[src/rtl/i2c_mon_pkg.sv]
package i2c_mon_pkg;
  // Edge and level facts derived from the filtered lines
  typedef struct packed {
    logic sdaFall;
    logic sdaRise;
    logic sclRise;
    logic sclHigh;
  } lineEvents_t;

  // Strobes from control into the datapath free-time counter
  typedef struct packed {
    logic loadFree;
    logic cancelFree;
    logic modeFast;
  } ctrlStrobes_t;

  typedef enum logic [1:0] {
    BUS_FREE = 2'd0,
    BUS_BUSY = 2'd1,
    BUS_HOLD = 2'd2
  } busState_t;
endpackage

[src/rtl/i2c_line_filter.sv]
module i2c_line_filter #(
  parameter int FILT_CYCLES = 10
) (
  input  logic clk,
  input  logic rst,
  input  logic rawIn,
  output logic level
);
  localparam int CW = $clog2(FILT_CYCLES + 1);
  localparam logic [CW-1:0] LAST = CW'(FILT_CYCLES - 1);

  logic syncA, syncB;
  logic [CW-1:0] holdCnt;

  // two-flop synchronizer, idle-high
  always_ff @(posedge clk) begin
    if (rst) begin
      syncA <= 1'b1;
      syncB <= 1'b1;
    end else begin
      syncA <= rawIn;
      syncB <= syncA;
    end
  end

  // accept a new level only after FILT_CYCLES steady cycles
  always_ff @(posedge clk) begin
    if (rst) begin
      level   <= 1'b1;
      holdCnt <= '0;
    end else if (syncB == level) begin
      holdCnt <= '0;
    end else if (holdCnt == LAST) begin
      level   <= syncB;
      holdCnt <= '0;
    end else begin
      holdCnt <= holdCnt + 1'b1;
    end
  end
endmodule

[src/rtl/i2c_mon_datapath.sv]
module i2c_mon_datapath
  import i2c_mon_pkg::*;
#(
  parameter int FILT_CYCLES      = 10,
  parameter int FREE_STD_CYCLES  = 470,
  parameter int FREE_FAST_CYCLES = 130
) (
  input  logic         clk,
  input  logic         rst,
  input  logic         sclIn,
  input  logic         sdaIn,
  input  ctrlStrobes_t strobes,
  output logic         sclLevel,
  output logic         sdaLevel,
  output lineEvents_t  events,
  output logic         freeDone
);
  localparam int NLINES  = 2;
  localparam int FREE_MAX = (FREE_STD_CYCLES > FREE_FAST_CYCLES) ? FREE_STD_CYCLES : FREE_FAST_CYCLES;
  localparam int FW = $clog2(FREE_MAX + 1);
  localparam logic [FW-1:0] STD_LOAD  = FW'(FREE_STD_CYCLES - 1);
  localparam logic [FW-1:0] FAST_LOAD = FW'(FREE_FAST_CYCLES - 1);

  logic [NLINES-1:0] rawLines;
  logic [NLINES-1:0] filtLines;
  logic prevScl, prevSda;
  logic [FW-1:0] freeCnt;

  assign rawLines = {sclIn, sdaIn};

  for (genvar i = 0; i < NLINES; i++) begin : g_line
    i2c_line_filter #(.FILT_CYCLES(FILT_CYCLES)) filt_i (
      .clk  (clk),
      .rst  (rst),
      .rawIn(rawLines[i]),
      .level(filtLines[i])
    );
  end

  assign sclLevel = filtLines[1];
  assign sdaLevel = filtLines[0];

  always_ff @(posedge clk) begin
    if (rst) begin
      prevScl <= 1'b1;
      prevSda <= 1'b1;
    end else begin
      prevScl <= sclLevel;
      prevSda <= sdaLevel;
    end
  end

  always_comb begin
    events.sclHigh = sclLevel & prevScl;
    events.sclRise = sclLevel & ~prevScl;
    events.sdaFall = prevSda & ~sdaLevel;
    events.sdaRise = ~prevSda & sdaLevel;
  end

  // free-time countdown
  always_ff @(posedge clk) begin
    if (rst) begin
      freeCnt <= '0;
    end else if (strobes.loadFree) begin
      freeCnt <= strobes.modeFast ? FAST_LOAD : STD_LOAD;
    end else if (strobes.cancelFree) begin
      freeCnt <= '0;
    end else if (freeCnt != '0) begin
      freeCnt <= freeCnt - 1'b1;
    end
  end

  assign freeDone = (freeCnt == '0);
endmodule

[src/rtl/i2c_mon_control.sv]
module i2c_mon_control
  import i2c_mon_pkg::*;
(
  input  logic         clk,
  input  logic         rst,
  input  logic         fastMode,
  input  lineEvents_t  events,
  input  logic         sdaLevel,
  input  logic         freeDone,
  output ctrlStrobes_t strobes,
  output logic         startPulse,
  output logic         rstartPulse,
  output logic         stopPulse,
  output logic         bitStrobe,
  output logic         bitValue,
  output logic         busBusy
);
  busState_t state, stateNxt;
  logic isStart, isStop;
  logic startD, rstartD, stopD;

  assign isStart = events.sclHigh & events.sdaFall;
  assign isStop  = events.sclHigh & events.sdaRise;

  always_comb begin
    stateNxt           = state;
    strobes.loadFree   = 1'b0;
    strobes.cancelFree = 1'b0;
    strobes.modeFast   = fastMode;
    startD             = 1'b0;
    rstartD            = 1'b0;
    stopD              = 1'b0;
    unique case (state)
      BUS_FREE: begin
        if (isStart) begin
          startD   = 1'b1;
          stateNxt = BUS_BUSY;
        end else if (isStop) begin
          stopD = 1'b1;
        end
      end
      BUS_BUSY: begin
        if (isStart) begin
          rstartD = 1'b1;
        end else if (isStop) begin
          stopD            = 1'b1;
          strobes.loadFree = 1'b1;
          stateNxt         = BUS_HOLD;
        end
      end
      BUS_HOLD: begin
        if (isStart) begin
          startD             = 1'b1;
          strobes.cancelFree = 1'b1;
          stateNxt           = BUS_BUSY;
        end else if (isStop) begin
          stopD            = 1'b1;
          strobes.loadFree = 1'b1;
        end else if (freeDone) begin
          stateNxt = BUS_FREE;
        end
      end
      default: stateNxt = BUS_FREE;
    endcase
  end

  always_ff @(posedge clk) begin
    if (rst) begin
      state       <= BUS_FREE;
      startPulse  <= 1'b0;
      rstartPulse <= 1'b0;
      stopPulse   <= 1'b0;
      bitStrobe   <= 1'b0;
      bitValue    <= 1'b0;
    end else begin
      state       <= stateNxt;
      startPulse  <= startD;
      rstartPulse <= rstartD;
      stopPulse   <= stopD;
      bitStrobe   <= events.sclRise;
      if (events.sclRise) bitValue <= sdaLevel;
    end
  end

  assign busBusy = (state != BUS_FREE);
endmodule

[src/rtl/i2c_cond_monitor.sv]
module i2c_cond_monitor
  import i2c_mon_pkg::*;
#(
  parameter int CLK_HZ           = 100_000_000,
  parameter int FILT_CYCLES      = (CLK_HZ + 9_999_999) / 10_000_000,
  parameter int FREE_STD_CYCLES  = ((CLK_HZ / 1000) * 47 + 9999) / 10000,
  parameter int FREE_FAST_CYCLES = ((CLK_HZ / 1000) * 13 + 9999) / 10000
) (
  input  logic clk,
  input  logic rst,
  input  logic sclIn,
  input  logic sdaIn,
  input  logic fastMode,
  output logic sclFilt,
  output logic sdaFilt,
  output logic startPulse,
  output logic rstartPulse,
  output logic stopPulse,
  output logic bitStrobe,
  output logic bitValue,
  output logic busBusy
);
  lineEvents_t  events;
  ctrlStrobes_t strobes;
  logic         freeDone;

  i2c_mon_datapath #(
    .FILT_CYCLES     (FILT_CYCLES),
    .FREE_STD_CYCLES (FREE_STD_CYCLES),
    .FREE_FAST_CYCLES(FREE_FAST_CYCLES)
  ) dp_i (
    .clk     (clk),
    .rst     (rst),
    .sclIn   (sclIn),
    .sdaIn   (sdaIn),
    .strobes (strobes),
    .sclLevel(sclFilt),
    .sdaLevel(sdaFilt),
    .events  (events),
    .freeDone(freeDone)
  );

  i2c_mon_control ctl_i (
    .clk        (clk),
    .rst        (rst),
    .fastMode   (fastMode),
    .events     (events),
    .sdaLevel   (sdaFilt),
    .freeDone   (freeDone),
    .strobes    (strobes),
    .startPulse (startPulse),
    .rstartPulse(rstartPulse),
    .stopPulse  (stopPulse),
    .bitStrobe  (bitStrobe),
    .bitValue   (bitValue),
    .busBusy    (busBusy)
  );
endmodule

[config.mk]
export PLATFORM = sky130hd
export DESIGN_NAME = i2c_cond_monitor
export DESIGN_NICKNAME = d
export VERILOG_FILES = /design/src/rtl/i2c_mon_pkg.sv /design/src/rtl/i2c_line_filter.sv /design/src/rtl/i2c_mon_datapath.sv /design/src/rtl/i2c_mon_control.sv /design/src/rtl/i2c_cond_monitor.sv
export SDC_FILE = /design/constraint.sdc
export NUM_CORES = 1
export LEC_CHECK = 0
export ABC_CLOCK_PERIOD_IN_PS = 4550
export BUFFER_PORTS_ARGS = -buffer_cell sky130_fd_sc_hd__clkbuf_2
export CELL_PAD_IN_SITES_DETAIL_PLACEMENT = 1
export CELL_PAD_IN_SITES_GLOBAL_PLACEMENT = 2
export CORE_MARGIN = 2
export CORE_UTILIZATION = 39
export DETAILED_ROUTE_END_ITERATION = 10
export GPL_ROUTABILITY_DRIVEN = 0
export PLACE_DENSITY = 0.92
export SYNTH_ARGS = -nofsm -noshare
export SYNTH_HDL_FRONTEND = slang
export SYNTH_SLANG_ARGS = --single-unit
[constraint.sdc]
create_clock -name clk -period 4.55 [get_ports clk]
set_input_delay 0 -clock clk [delete_from_list [all_inputs] [get_ports clk]]
set_output_delay 0 -clock clk [all_outputs]
set_load 0.1 [all_outputs]
==> metrics.yaml <==
status: "complete, no violations"
via_per_inst: 5.07
numPortBuffers: 12
r2r_setup_slack_ps: 2210
detail-route-antenna-nets: 0
syn_inst: 150
clock-root-buffer: "clkbuf_8"
max-slew-margin-rel_pct: 63.9
crit_arrival_ps: 2510
hold_viol: 0
die_w_um: 64.9
grt_pass1_wl_um: 4840
core_area_mm2: 0.00361
ios: 13
cts_tree: "built"
finalSetupViolCount: 0
synth_seq_cells: 32
clk_pin_slew_ps: 60
ir_drop_v: 0.000183
routedWlPerCell_um: 13.2
max_slew.worst_pin.slew_ps: 539
finalWirelength_um: 2840
synthToLayoutAreaGrowth_pct: 15.8
antenna_cells: 0
clkPwrFrac_pct: 28.9
period_needed_ps: 2340
power.density_mw_per_mm2: 552
synth.distinct_cells: 40
grt_pass1_vias: 1151
final_cell_mix: "dfxtp_1, nor2_1, clkbuf_2"
clock_path_buffers: 2
cp_data_required_time_ps: 4730
final.setup.tns_ps: 0
crit_type: "register to register"
placed_cell_area_mm2: 0.00155
swShare_pct: 33.3
grt_max_degree: 23
reg2reg_depth: 6
finalClockSkew_ps: 3.24
r2r_end: "ctl_i.state[0]$_SDFFE_PP0P_"
final_max_slew_viol_count: 0
fp.dieArea_mm2: 0.00421
postLayoutCellArea_mm2: 0.00167
fin_crit_sh_pct: 51.3
clock_sinks: 32
vias: 1089
maxClockFrequency_mhz: 428
drc_errors: 0
synth-seq-area-share_pct: 44.3
crit_chain: "inv_1 -> ha_1 -> or3b_2 -> or3_4 -> a311oi_4 -> mux2_4"
crit_path_start_kind: "register"
drt-initial-drc-count: 44
min_path_type: "primary input to register"
p_comb_share_pct: 32.4
synth_edf_count: 0
grtUsageTotal_pct: 15.4
htreeDepth: 2
p_int_mw: 0.615
numCtsBuffers: 5
hold_end: "dp_i.freeCnt[8]$_SDFFE_PP0P_"
endpoint_kind: "register"
cap_violations: 0
avgSynthCellArea_um2: 9.63
cpPeakStageDelay_ps: 560
start_util_pct: 40.1
cpMaxStageDelayCell: "or3b_2"
switchingPower_mw: 0.308
post-dp-hpwl_um: 2090
ys.flop_type: "dfxtp_1"
final_common_cell: "dfxtp_1"
hp-start: "fastMode"
die_y_um: 64.9
cts.repair.resized: 0
ys_warn_count: 0
reg2reg_from: "dp_i.freeCnt[0]$_SDFFE_PP0P_"
rows: 22
crit_fanout: 8
nets: 180
clk_latency_ps: 280
hold_depth: 3
leakagePower_nw: 0.685
rsz0062_at_grt: "no"
grt_antenna_before_repair: 0
synth.cell_area_mm2: 0.00145
async_flop_share_pct: 0
grt.overflow.total: 0
final_layout_size_suffix_gt1_share_pct: 21.0
seq_power_share_pct: 38.6
syn-num-nets: 164
drt_pass1_iterations: 4
[kinds of logic (layout without fill, tap and decap cells)]
logic type      Yosys count  count (layout)  synth area share (%)
compound gates           24              24                  12.2
simple gates             60              60                  24.2
flops                    32              32                  44.3
mux                       4               4                  3.20
xor+xnor                  8               8                  4.85
buf+inv                  13              30                  3.46
fa+ha+maj                 9               9                  7.79
[critical path, delay by kind of cell, from the launching register on]
| kind | cells | cell delay, ps |
|---|---|---|
| AOI/OAI and AO/OA | 1 | 350 |
| adders and majority gates | 1 | 190 |
| buffers and inverters | 1 | 70 |
| DFF | 1 | 340 |
| muxes | 1 | 320 |
| and+or+nand+nor | 2 | 960 |
[metal layers]
layer	share of wire, %	wire length, um	vias to the layer above	global-route usage (%)
li1	-	-	549	-
met5	0	0	-	0
met2	51	1440	16	26.7
met3	3.6	102	5	5.73
met4	2.0	57	0	7.45
met1	43	1230	519	16.4
[Yosys cell counts, types with 2 or more instances]
cell	number	area share (%)
a211o_1	2	1.2
a211oi_1	2	1.0
a21oi_1	8	2.8
and3b_1	2	1.2
clkbuf_1	4	1.0
dfxtp_1	32	44
ha_1	9	7.8
inv_1	8	2.1
mux2i_1	2	1.4
nand2_1	5	1.3
nand2b_1	4	1.7
nand3_1	4	1.4
nand4b_1	2	1.2
nor2_1	16	4.2
nor2b_1	4	1.7
nor3_1	3	1.0
o211ai_1	2	1.0
o21a_1	2	1.0
o21ai_0	3	1.0
o31ai_1	2	1.0
or2_2	6	2.6
or3_1	3	1.3
or4_2	2	1.2
xnor2_1	5	3.0
xor2_1	3	1.8
[state kept, by name, summed over array words and instances (netlist names)]
| name | count |
|---|---|
| dp_i.freeCnt | 9 |
| dp_i.g_line.filt_i.holdCnt | 8 |
| ctl_i.state | 2 |
| dp_i.g_line.filt_i.level | 2 |
| dp_i.g_line.filt_i.syncA | 2 |
| dp_i.g_line.filt_i.syncB | 2 |
| ctl_i.bitStrobe | 1 |
| ctl_i.bitValue | 1 |
| ctl_i.rstartPulse | 1 |
| ctl_i.startPulse | 1 |
| ctl_i.stopPulse | 1 |
| dp_i.prevScl | 1 |
| dp_i.prevSda | 1 |
[worst max path at each step]
stage / start / end / slack, ps / cells after the start
detailed placement: dp_i.freeCnt[0]$_SDFFE_PP0P_ / ctl_i.state[0]$_SDFFE_PP0P_ / 2220 / 6
finish: dp_i.freeCnt[0]$_SDFFE_PP0P_ / ctl_i.state[0]$_SDFFE_PP0P_ / 2210 / 6
global placement: dp_i.freeCnt[0]$_SDFFE_PP0P_ / ctl_i.state[0]$_SDFFE_PP0P_ / 2300 / 6
floorplan: dp_i.g_line[0].filt_i.level$_SDFFE_PP1P_ / ctl_i.state[0]$_SDFFE_PP0P_ / 2120 / 5
global route: dp_i.freeCnt[0]$_SDFFE_PP0P_ / ctl_i.state[0]$_SDFFE_PP0P_ / 2160 / 6
CTS: dp_i.freeCnt[0]$_SDFFE_PP0P_ / ctl_i.state[0]$_SDFFE_PP0P_ / 2220 / 6
[what timing repair did]
item                                   4_1_cts  5_1_grt
endpoints found under the hold margin        2        0
hold buffers                                 2        0
buffers inserted                             0        0
[layout make-up]
class                      instances  area (um^2)
fill                             435         1930
multi-input combinational        105          754
clock inverter                     2         35.0
clock buffer                       6         72.6
timing repair buffer              14         80.1
inverter                           8         30.0
sequential                        32          641
tap                               48         60.1
[through the flow]
stage	utilization [%]	hold slack (ps)	power [mW]	setup slack [ps]	cells
2_1_floorplan	-	104	0.600	2120	150
3_3_place_gp	42.9	184	0.637	2300	205
3_5_place_dp	42.9	190	0.658	2220	205
4_1_cts	46.4	96.5	0.932	2220	215
5_1_grt	46.4	108	0.979	2160	215
6_report	46.4	115	0.923	2210	215
[power by group through the flow]
stage                     Sequential, mW  Combinational (mW)  Clock, mW
after floorplan                    0.351               0.249          0
after global placement             0.357               0.281          0
after detailed placement           0.361               0.297          0
after CTS                          0.355               0.303      0.274
after global routing               0.362               0.331      0.286
final                              0.356               0.300      0.267
Power figures use the tool's default switching activity.
